--- src/rtl/pipe5_pkg.sv ---
package pipe5_pkg;
  localparam int XLEN    = 32;
  localparam int REG_CNT = 32;
  localparam int RIDX_W  = $clog2(REG_CNT);
  localparam int IMM_W   = 16;

  localparam logic [5:0] OP_RTYPE = 6'h00;
  localparam logic [5:0] OP_BEQ   = 6'h04;
  localparam logic [5:0] OP_ADDI  = 6'h08;
  localparam logic [5:0] OP_ORI   = 6'h0D;
  localparam logic [5:0] OP_LW    = 6'h23;
  localparam logic [5:0] OP_SW    = 6'h2B;

  localparam logic [5:0] FN_ADD = 6'h20;
  localparam logic [5:0] FN_SUB = 6'h22;
  localparam logic [5:0] FN_AND = 6'h24;

  typedef enum logic [1:0] {
    ALU_ADD = 2'd0,
    ALU_SUB = 2'd1,
    ALU_AND = 2'd2,
    ALU_OR  = 2'd3
  } aluOp_e;

  // Strobes produced once in decode and carried with the instruction.
  typedef struct packed {
    logic   regWr;      // write-back group
    logic   memToReg;   // write-back group
    logic   memWr;      // memory group
    logic   branch;     // used in decode
    logic   regDstRd;   // execute group
    logic   aluSrcImm;  // execute group
    logic   extSign;    // execute group
    aluOp_e aluOp;      // execute group
  } ctrl_t;
endpackage

--- src/rtl/pipe5_ctrl.sv ---
module pipe5_ctrl
  import pipe5_pkg::*;
(
  input  logic [5:0] opcode,
  input  logic [5:0] funct,
  output ctrl_t      ctrl
);
  always_comb begin
    ctrl = '0;
    unique case (opcode)
      OP_RTYPE: begin
        ctrl.regDstRd = 1'b1;
        unique case (funct)
          FN_ADD:  begin ctrl.regWr = 1'b1; ctrl.aluOp = ALU_ADD; end
          FN_SUB:  begin ctrl.regWr = 1'b1; ctrl.aluOp = ALU_SUB; end
          FN_AND:  begin ctrl.regWr = 1'b1; ctrl.aluOp = ALU_AND; end
          default: ctrl = '0;
        endcase
      end
      OP_ADDI: begin
        ctrl.regWr = 1'b1; ctrl.aluSrcImm = 1'b1; ctrl.extSign = 1'b1;
        ctrl.aluOp = ALU_ADD;
      end
      OP_ORI: begin
        ctrl.regWr = 1'b1; ctrl.aluSrcImm = 1'b1; ctrl.extSign = 1'b0;
        ctrl.aluOp = ALU_OR;
      end
      OP_LW: begin
        ctrl.regWr = 1'b1; ctrl.memToReg = 1'b1; ctrl.aluSrcImm = 1'b1;
        ctrl.extSign = 1'b1; ctrl.aluOp = ALU_ADD;
      end
      OP_SW: begin
        ctrl.memWr = 1'b1; ctrl.aluSrcImm = 1'b1; ctrl.extSign = 1'b1;
        ctrl.aluOp = ALU_ADD;
      end
      OP_BEQ:  ctrl.branch = 1'b1;
      default: ctrl = '0;
    endcase
  end
endmodule

--- src/rtl/pipe5_datapath.sv ---
module pipe5_datapath
  import pipe5_pkg::*;
#(
  parameter logic [XLEN-1:0] RESET_PC = '0
) (
  input  logic            clk,
  input  logic            rstN,
  input  ctrl_t           ctrl,
  output logic [XLEN-1:0] decInstr,
  output logic [XLEN-1:0] imemAddr,
  input  logic [XLEN-1:0] imemData,
  output logic [XLEN-1:0] dmemAddr,
  output logic            dmemWrEn,
  output logic [XLEN-1:0] dmemWrData,
  input  logic [XLEN-1:0] dmemRdData
);
  localparam int EXT_W = XLEN - IMM_W;

  // ---------------- fetch / decode ----------------
  logic [XLEN-1:0] fetchPc;
  logic            decValid;
  logic [RIDX_W-1:0] rs, rt, rd;
  logic [IMM_W-1:0]  imm;
  logic [XLEN-1:0] rdA, rdB, immSext, branchTarget;
  logic            branchTaken;

  // write-back side, declared early for the register file read path
  logic              wbRegWr, wbMemToReg;
  logic [XLEN-1:0]   wbAlu, wbData;
  logic [RIDX_W-1:0] wbDest;

  assign imemAddr = fetchPc;
  assign decInstr = decValid ? imemData : '0;
  assign rs  = decInstr[25:21];
  assign rt  = decInstr[20:16];
  assign rd  = decInstr[15:11];
  assign imm = decInstr[IMM_W-1:0];

  // register file: one flop bank per entry, entry 0 is hard zero
  logic [XLEN-1:0] regs [REG_CNT];
  for (genvar g = 0; g < REG_CNT; g++) begin : g_reg
    if (g == 0) begin : g_zero
      assign regs[g] = '0;
    end else begin : g_flop
      always_ff @(posedge clk or negedge rstN) begin
        if (!rstN) regs[g] <= '0;
        else if (wbRegWr && wbDest == RIDX_W'(g)) regs[g] <= wbData;
      end
    end
  end

  // write-first read: a same-cycle write-back is visible in decode
  always_comb begin
    if (rs == '0)                        rdA = '0;
    else if (wbRegWr && wbDest == rs)    rdA = wbData;
    else                                 rdA = regs[rs];
  end
  always_comb begin
    if (rt == '0)                        rdB = '0;
    else if (wbRegWr && wbDest == rt)    rdB = wbData;
    else                                 rdB = regs[rt];
  end

  assign immSext      = {{EXT_W{imm[IMM_W-1]}}, imm};
  assign branchTarget = fetchPc + (immSext << 2);
  assign branchTaken  = ctrl.branch && (rdA == rdB);

  always_ff @(posedge clk or negedge rstN) begin
    if (!rstN) begin
      fetchPc  <= RESET_PC;
      decValid <= 1'b0;
    end else begin
      fetchPc  <= branchTaken ? branchTarget : fetchPc + XLEN'(4);
      decValid <= 1'b1;
    end
  end

  // ---------------- decode -> execute ----------------
  ctrl_t             exCtrl;
  logic [XLEN-1:0]   exA, exB;
  logic [IMM_W-1:0]  exImm;
  logic [RIDX_W-1:0] exRt, exRd;

  always_ff @(posedge clk or negedge rstN) begin
    if (!rstN) begin
      exCtrl <= '0; exA <= '0; exB <= '0; exImm <= '0; exRt <= '0; exRd <= '0;
    end else begin
      exCtrl <= ctrl; exA <= rdA; exB <= rdB; exImm <= imm; exRt <= rt; exRd <= rd;
    end
  end

  logic [XLEN-1:0]   exImmExt, exOpB, exAlu;
  logic [RIDX_W-1:0] exDest;
  assign exImmExt = exCtrl.extSign ? {{EXT_W{exImm[IMM_W-1]}}, exImm}
                                   : {{EXT_W{1'b0}}, exImm};
  assign exOpB    = exCtrl.aluSrcImm ? exImmExt : exB;
  assign exDest   = exCtrl.regDstRd ? exRd : exRt;

  always_comb begin
    unique case (exCtrl.aluOp)
      ALU_ADD: exAlu = exA + exOpB;
      ALU_SUB: exAlu = exA - exOpB;
      ALU_AND: exAlu = exA & exOpB;
      ALU_OR:  exAlu = exA | exOpB;
      default: exAlu = '0;
    endcase
  end

  // ---------------- execute -> memory ----------------
  logic              memRegWr, memMemToReg, memMemWr;
  logic [XLEN-1:0]   memAlu, memStore;
  logic [RIDX_W-1:0] memDest;

  always_ff @(posedge clk or negedge rstN) begin
    if (!rstN) begin
      memRegWr <= 1'b0; memMemToReg <= 1'b0; memMemWr <= 1'b0;
      memAlu <= '0; memStore <= '0; memDest <= '0;
    end else begin
      memRegWr    <= exCtrl.regWr && (exDest != '0);
      memMemToReg <= exCtrl.memToReg;
      memMemWr    <= exCtrl.memWr;
      memAlu      <= exAlu;
      memStore    <= exB;
      memDest     <= exDest;
    end
  end

  assign dmemAddr   = memAlu;
  assign dmemWrEn   = memMemWr;
  assign dmemWrData = memStore;

  // ---------------- memory -> write-back ----------------
  // The loaded word half of this stage is the RAM's own output register.
  always_ff @(posedge clk or negedge rstN) begin
    if (!rstN) begin
      wbRegWr <= 1'b0; wbMemToReg <= 1'b0; wbAlu <= '0; wbDest <= '0;
    end else begin
      wbRegWr <= memRegWr; wbMemToReg <= memMemToReg; wbAlu <= memAlu; wbDest <= memDest;
    end
  end

  assign wbData = wbMemToReg ? dmemRdData : wbAlu;

  // ---------------- assertions ----------------
  p_store_lag_r11: assert property (@(posedge clk) disable iff (!rstN)
    dmemWrEn |-> $past(ctrl.memWr, 2))
    else $error("store strobe without a store decoded two cycles earlier");

  p_regwr_lag_r11: assert property (@(posedge clk) disable iff (!rstN)
    wbRegWr |-> $past(ctrl.regWr, 3))
    else $error("register write without a writer decoded three cycles earlier");

  p_branch_pc_r5: assert property (@(posedge clk) disable iff (!rstN)
    branchTaken |=> imemAddr == $past(fetchPc) + ($past(immSext) << 2))
    else $error("taken branch did not redirect fetch");

  p_seq_pc_r6: assert property (@(posedge clk) disable iff (!rstN)
    !branchTaken |=> imemAddr == $past(imemAddr) + XLEN'(4))
    else $error("sequential fetch did not advance by 4");

  p_zero_quiet_r10: assert property (@(posedge clk) disable iff (!rstN)
    (decInstr == '0) |-> !(ctrl.regWr || ctrl.memWr || ctrl.branch))
    else $error("no-op slot raised a strobe");
endmodule

--- src/rtl/pipe5_core.sv ---
module pipe5_core
  import pipe5_pkg::*;
(
  input  logic            clk,
  input  logic            rstN,
  output logic [XLEN-1:0] imemAddr,
  input  logic [XLEN-1:0] imemData,
  output logic [XLEN-1:0] dmemAddr,
  output logic            dmemWrEn,
  output logic [XLEN-1:0] dmemWrData,
  input  logic [XLEN-1:0] dmemRdData
);
  ctrl_t           ctrl;
  logic [XLEN-1:0] decInstr;

  pipe5_ctrl ctrl_i (
    .opcode (decInstr[31:26]),
    .funct  (decInstr[5:0]),
    .ctrl   (ctrl)
  );

  pipe5_datapath dp_i (
    .clk        (clk),
    .rstN       (rstN),
    .ctrl       (ctrl),
    .decInstr   (decInstr),
    .imemAddr   (imemAddr),
    .imemData   (imemData),
    .dmemAddr   (dmemAddr),
    .dmemWrEn   (dmemWrEn),
    .dmemWrData (dmemWrData),
    .dmemRdData (dmemRdData)
  );
endmodule

--- config.mk ---
export PLATFORM = sky130hd
export DESIGN_NAME = pipe5_core
export DESIGN_NICKNAME = d
export VERILOG_FILES = /design/src/rtl/pipe5_pkg.sv /design/src/rtl/pipe5_ctrl.sv /design/src/rtl/pipe5_datapath.sv /design/src/rtl/pipe5_core.sv
export SDC_FILE = /design/constraint.sdc
export NUM_CORES = 2
export LEC_CHECK = 0
export ABC_AREA = 1
export BUFFER_PORTS_ARGS = -buffer_cell sky130_fd_sc_hd__buf_4
export CORE_ASPECT_RATIO = 1.75
export CORE_MARGIN = 2
export CORE_UTILIZATION = 40
export CTS_BUF_LIST = sky130_fd_sc_hd__clkbuf_4 sky130_fd_sc_hd__clkbuf_8
export CTS_CLUSTER_SIZE = 12
export DETAILED_ROUTE_END_ITERATION = 8
export GPL_TIMING_DRIVEN = 0
export SYNTH_ARGS = -nofsm -noshare
export SYNTH_HDL_FRONTEND = slang
export SYNTH_SLANG_ARGS = --single-unit
export TNS_END_PERCENT = 10
--- constraint.sdc ---
create_clock -name clk -period 8.9 [get_ports clk]
set_input_delay 0.89 -clock clk [delete_from_list [all_inputs] [get_ports clk]]
set_output_delay 0.89 -clock clk [all_outputs]
set_load 0.02 [all_outputs]
==> flow_summary.toml, run 1 <==
[synth]
synth_seq_cells = 1227
synth.distinct_cells = 52
synthesis.area_mm2 = 0.0699
synth_ff_type = "dfrtp_1"
ys_top_cells_by_count = "nand2_1, nand3_1, dfrtp_1"
synth_top_area_share_pct = 43.9
yosysMostFrequentCell = "nand2_1"
synth_warnings = 0
yosysSeqAreaShare_pct = 43.9
synth_edf_count = 0
synth.avg_cell_area_um2 = 6.88
synth_area_leaders = "dfrtp_1, nand2_1, nand3_1, o21ai_0, nor2_1"
synthArstFlopShare_pct = 100
syn_inst = 10200
yosysTopAreaCell = "dfrtp_1"

[outcome]
haltStage = "global routing (5_1_grt)"
error = "[ERROR GRT-0116] Global routing finished with congestion. Check the congestion regions in the DRC Viewer."
status = "did not finish"

[cts]
numCtsBuffers = 204
root_buffer = "clkbuf_8"
cts_buffer_depth = 4
post_cts_buffers = 0
cts_htree_levels = 4
clkSinkCount = 1227

[placed_design]
hpwl_um = 447000
portBuffers = 158
gp_congestion = 1.29

[grt]
grt_pass1_wl_um = 977000
grt_use_total_pct = 78.1
grt-ovfl-total = 2317
grt_start_max_net_pins = 183
grt_pass1_vias = 97600

[floorplanning]
rows = 203
die_h_um = 557
die_w_um = 320
num_io_pins = 163
start_util_pct = 40.1
==> repair_timing <==
action	CTS
endpoints found under the setup margin	3
hold endpoints to repair	125
gates resized for setup	5
hold buffers	1
==> through the flow <==
stage	hold WS, ns	instance area (um2)	cells	setup TNS [ns]	worst slack (ns)
after floorplan	0.331	69900	10200	0	3.51
after global placement	0.336	73900	12600	-	-8.69
after detailed placement	0.337	75000	12600	-6.21	-1.13
after CTS	0.0810	79300	13000	0	0.000244
==> logic make-up after synthesis <==
| group | after synthesis | synth area share [%] |
|---|---|---|
| buffers and inverters | 1167 | 6.70 |
| other | 2 | 0.0107 |
| XOR/XNOR | 74 | 0.927 |
| flip-flops | 1227 | 43.9 |
| adder cells (fa/ha/maj) | 67 | 1.21 |
| multiplexers | 13 | 0.186 |
| AO/OA/AOI/OAI | 1442 | 10.5 |
| AND/OR/NAND/NOR | 6179 | 36.5 |
==> layer usage <==
metal / global-route usage [%] / overflow
met1: 77.8 / 56
met2: 94.6 / 1392
met3: 62.1 / 62
met4: 79.1 / 803
met5: 35.5 / 4
==> run 2, diff against run 1 <==
--- a/config.mk
+++ b/config.mk
@@ -7,13 +7,11 @@
 export LEC_CHECK = 0
 export ABC_AREA = 1
 export BUFFER_PORTS_ARGS = -buffer_cell sky130_fd_sc_hd__buf_4
-export CORE_ASPECT_RATIO = 1.75
 export CORE_MARGIN = 2
-export CORE_UTILIZATION = 40
-export CTS_BUF_LIST = sky130_fd_sc_hd__clkbuf_4 sky130_fd_sc_hd__clkbuf_8
-export CTS_CLUSTER_SIZE = 12
+export CORE_UTILIZATION = 25
 export DETAILED_ROUTE_END_ITERATION = 8
 export GPL_TIMING_DRIVEN = 0
+export PLACE_DENSITY_LB_ADDON = 0.15
 export SYNTH_ARGS = -nofsm -noshare
 export SYNTH_HDL_FRONTEND = slang
 export SYNTH_SLANG_ARGS = --single-unit
==> run 2 against run 1 <==
The flow now finishes, with violations (max-capacitance violations, max-slew violations, negative setup slack). Synthesized cell count is the same. Synthesized area is the same.
==> flow_summary.toml, run 2 <==
[timing]
fin_crit_ns = 8.94
tns_ns = -0.0544
hold_violations = 0
fmax_mhz = 112
slew_viol_final = 487
period_share_pct = 100
skew_ns = 0.0887
setup_slack_ns = -0.0375
worstMarginPinSlew_ns = 1.80
finalSetupViolations = 2
relSlewSlack_pct = -19.7

[critical_path]
cp-end-kind = "flip-flop"
crit_required_ns = 9.67
rrSetupSlack_ns = -0.04
r2r-end = "dp_i.imemAddr[24]$_DFF_PN0_"
slowest_delay_ns = 0.62
r2r_cells = 33
rr_startpoint = "dp_i.decValid$_DFF_PN0_"
cpMaxStageDelayCell = "nor2_1"
cp.arrival_ns = 9.71
crit_path_start_kind = "flip-flop"
critical_path_class = "reg -> reg"
worstPathMaxFanout = 11
timing.critical_path.mode_cell = "nor2_1"

[outcome]
violations = "max-capacitance violations, max-slew violations, negative setup slack"
status = "complete, but fails checks"

[synth]
synthesis.area_mm2 = 0.0699
ys_top_cells_by_count = "nand2_1, nand3_1, dfrtp_1"
synth_ff_type = "dfrtp_1"
yosysMostFrequentCell = "nand2_1"
syn_inst = 10200
yosysSeqAreaShare_pct = 43.9
synth_area_leaders = "dfrtp_1, nand2_1, nand3_1, o21ai_0, nor2_1"
synthSimpleGateAreaFrac_pct = 36.5
synth_edf_count = 0
synth-compound-area-share_pct = 10.5
synth_mux_area_share_pct = 0.186
synth_top_area_share_pct = 43.9
synth.avg_cell_area_um2 = 6.88
synth_fa_ha_area_share_pct = 1.21
synth-xor-area-share_pct = 0.927
synth_top_family_by_area = "simple AND/OR/NAND/NOR gates"
synth_seq_cells = 1227
synthArstFlopShare_pct = 100
yosysTopAreaCell = "dfrtp_1"
synth_warnings = 0
synth.distinct_cells = 52

[floorplanning]
start_util_pct = 25.1
core_region_area_mm2 = 0.279
dieArea_mm2 = 0.284
num_io_pins = 163
die_w_um = 533
rows = 194
die_h_um = 533

[grt]
grt_pass1_vias = 78400
grt-ovfl-total = 0
grt_start_max_net_pins = 169
grt_use_total_pct = 50.0
antenna_found_initial = 201
grt_pass1_wl_um = 907000

[final_layout]
final_common_cell = "nand2_1"
largest_reg_flops = 992
drive_gt1_share_pct = 9.39
top_register = "dp_i.regs"
mostFrequentLayoutCells = "nand2_1, nand3_1, dfrtp_1, o21ai_0, nor2_1"
stdcell_count = 14600
syn2layout_area_growth_pct = 20.4
fin_nets = 10700

[min_path]
whs_endpoint = "dp_i.exCtrl[1]$_DFF_PN0_"
min_path_cells = 2
hold_class = "in -> reg"
min-delay-start = "imemData[28]"

[cts]
clk_pin_slew_ns = 0.06
numCtsBuffers = 168
clock_latency_ns = 0.94
root_buffer = "clkbuf_16"
clkSinkCount = 1227
cts_buffer_depth = 4
cts_tree = "done"
cts_htree_levels = 4

[routing]
drt_iter0_drc = 17400
wl_per_cell_um = 50.3
drt.antenna.violating_nets = 0
routed-via-count = 91000
first_pass_iters = 9
drt-vias-per-instance = 6.24
drt-total-wl_um = 735000
drc = 0

[placed_design]
dp_slack_ns = -0.863
portBuffers = 158
hpwl_um = 555000
dp_cells = 14100
gp_congestion = 1.13

[power]
peakVddDrop_mv = 0.150
powerDensity_mw_per_mm2 = 254
p_leak_nw = 45.2

[job]
max_cap_viol_count = 49
==> run 2: what timing repair did <==
item / CTS / global route
pin swaps: 0 / 1
endpoints found under the setup margin: 2 / 4
hold buffers: 1 / 0
setup buffers: 0 / 3
hold endpoints to repair: 69 / 0
resized for setup: 2 / 77
==> run 2: how the worst max path moves through the flow <==
stage | startpoint | end | slack (ns) | cells after the start
finish | dp_i.decValid$_DFF_PN0_ | dp_i.imemAddr[24]$_DFF_PN0_ | -0.04 | 33
CTS | imemData[17] | dp_i.imemAddr[24]$_DFF_PN0_ | 0.07 | 33
global route | dp_i.decValid$_DFF_PN0_ | dp_i.imemAddr[24]$_DFF_PN0_ | -0.01 | 33
floorplan | imemData[17] | dp_i.imemAddr[24]$_DFF_PN0_ | 3.51 | 33
global placement | rstN | dp_i.dmemAddr[28]$_DFF_PN0_ | -9.71 | 1
detailed placement | imemData[17] | dp_i.imemAddr[24]$_DFF_PN0_ | -0.86 | 33
==> run 2: final cells by class <==
class,count,area (um2)
Sequential cell,1227,30700
Clock inverter,58,776
Fill cell,30800,195000
Timing Repair Buffer,239,2920
Tap cell,3724,4660
Buffer,782,3590
Clock buffer,246,4910
Inverter,384,1440
Multi-Input combinational cell,7778,34800
Antenna cell,160,400
==> run 2: kinds of logic after synthesis <==
logic type	count (synthesis)
adders and majority gates	67
muxes	13
other	2
buffers and inverters	1167
DFF	1227
AOI/OAI and AO/OA	1442
xor gates and xnor gates	74
and+or+nand+nor	6179
==> run 2: critical path: cells and delay by family, from the launching register on <==
kind            cells  cell delay (ns)
buf+inv             4             1.22
fa+ha+maj           2             0.70
compound gates      8             2.23
simple gates       18             3.98
flops               1             0.38
xor+xnor            1             0.18
==> run 2: power by group <==
group	total [mW]	internal (mW)	switching (mW)
combinational	7.19	1.44	5.75
clock	7.34	4.27	3.08
sequential	6.89	6.17	0.720
==> run 2: routing by layer <==
layer | part of all wire (%) | GRT usage [%] | vias to the layer above
li1 | - | - | 34100
met1 | 39 | 62.4 | 45700
met2 | 38 | 65.3 | 8666
met3 | 13 | 22.8 | 2456
met4 | 9.4 | 40.1 | 50
met5 | 0.070 | 0.169 | -
==> run 2: through the flow <==
step | utilization [%] | hold WS (ns) | power [mW] | cell area (um2)
2_1_floorplan | - | 0.331 | 9.01 | 69900
3_3_place_gp | 27.2 | 0.334 | 13.2 | 75800
3_5_place_dp | 27.9 | 0.341 | 13.5 | 77900
4_1_cts | 30.0 | 0.173 | 20.8 | 83600
5_1_grt | 30.0 | 0.202 | 21.5 | 83800
6_report | 30.2 | 0.208 | 21.4 | 84200
Power figures use the tool's default switching activity.
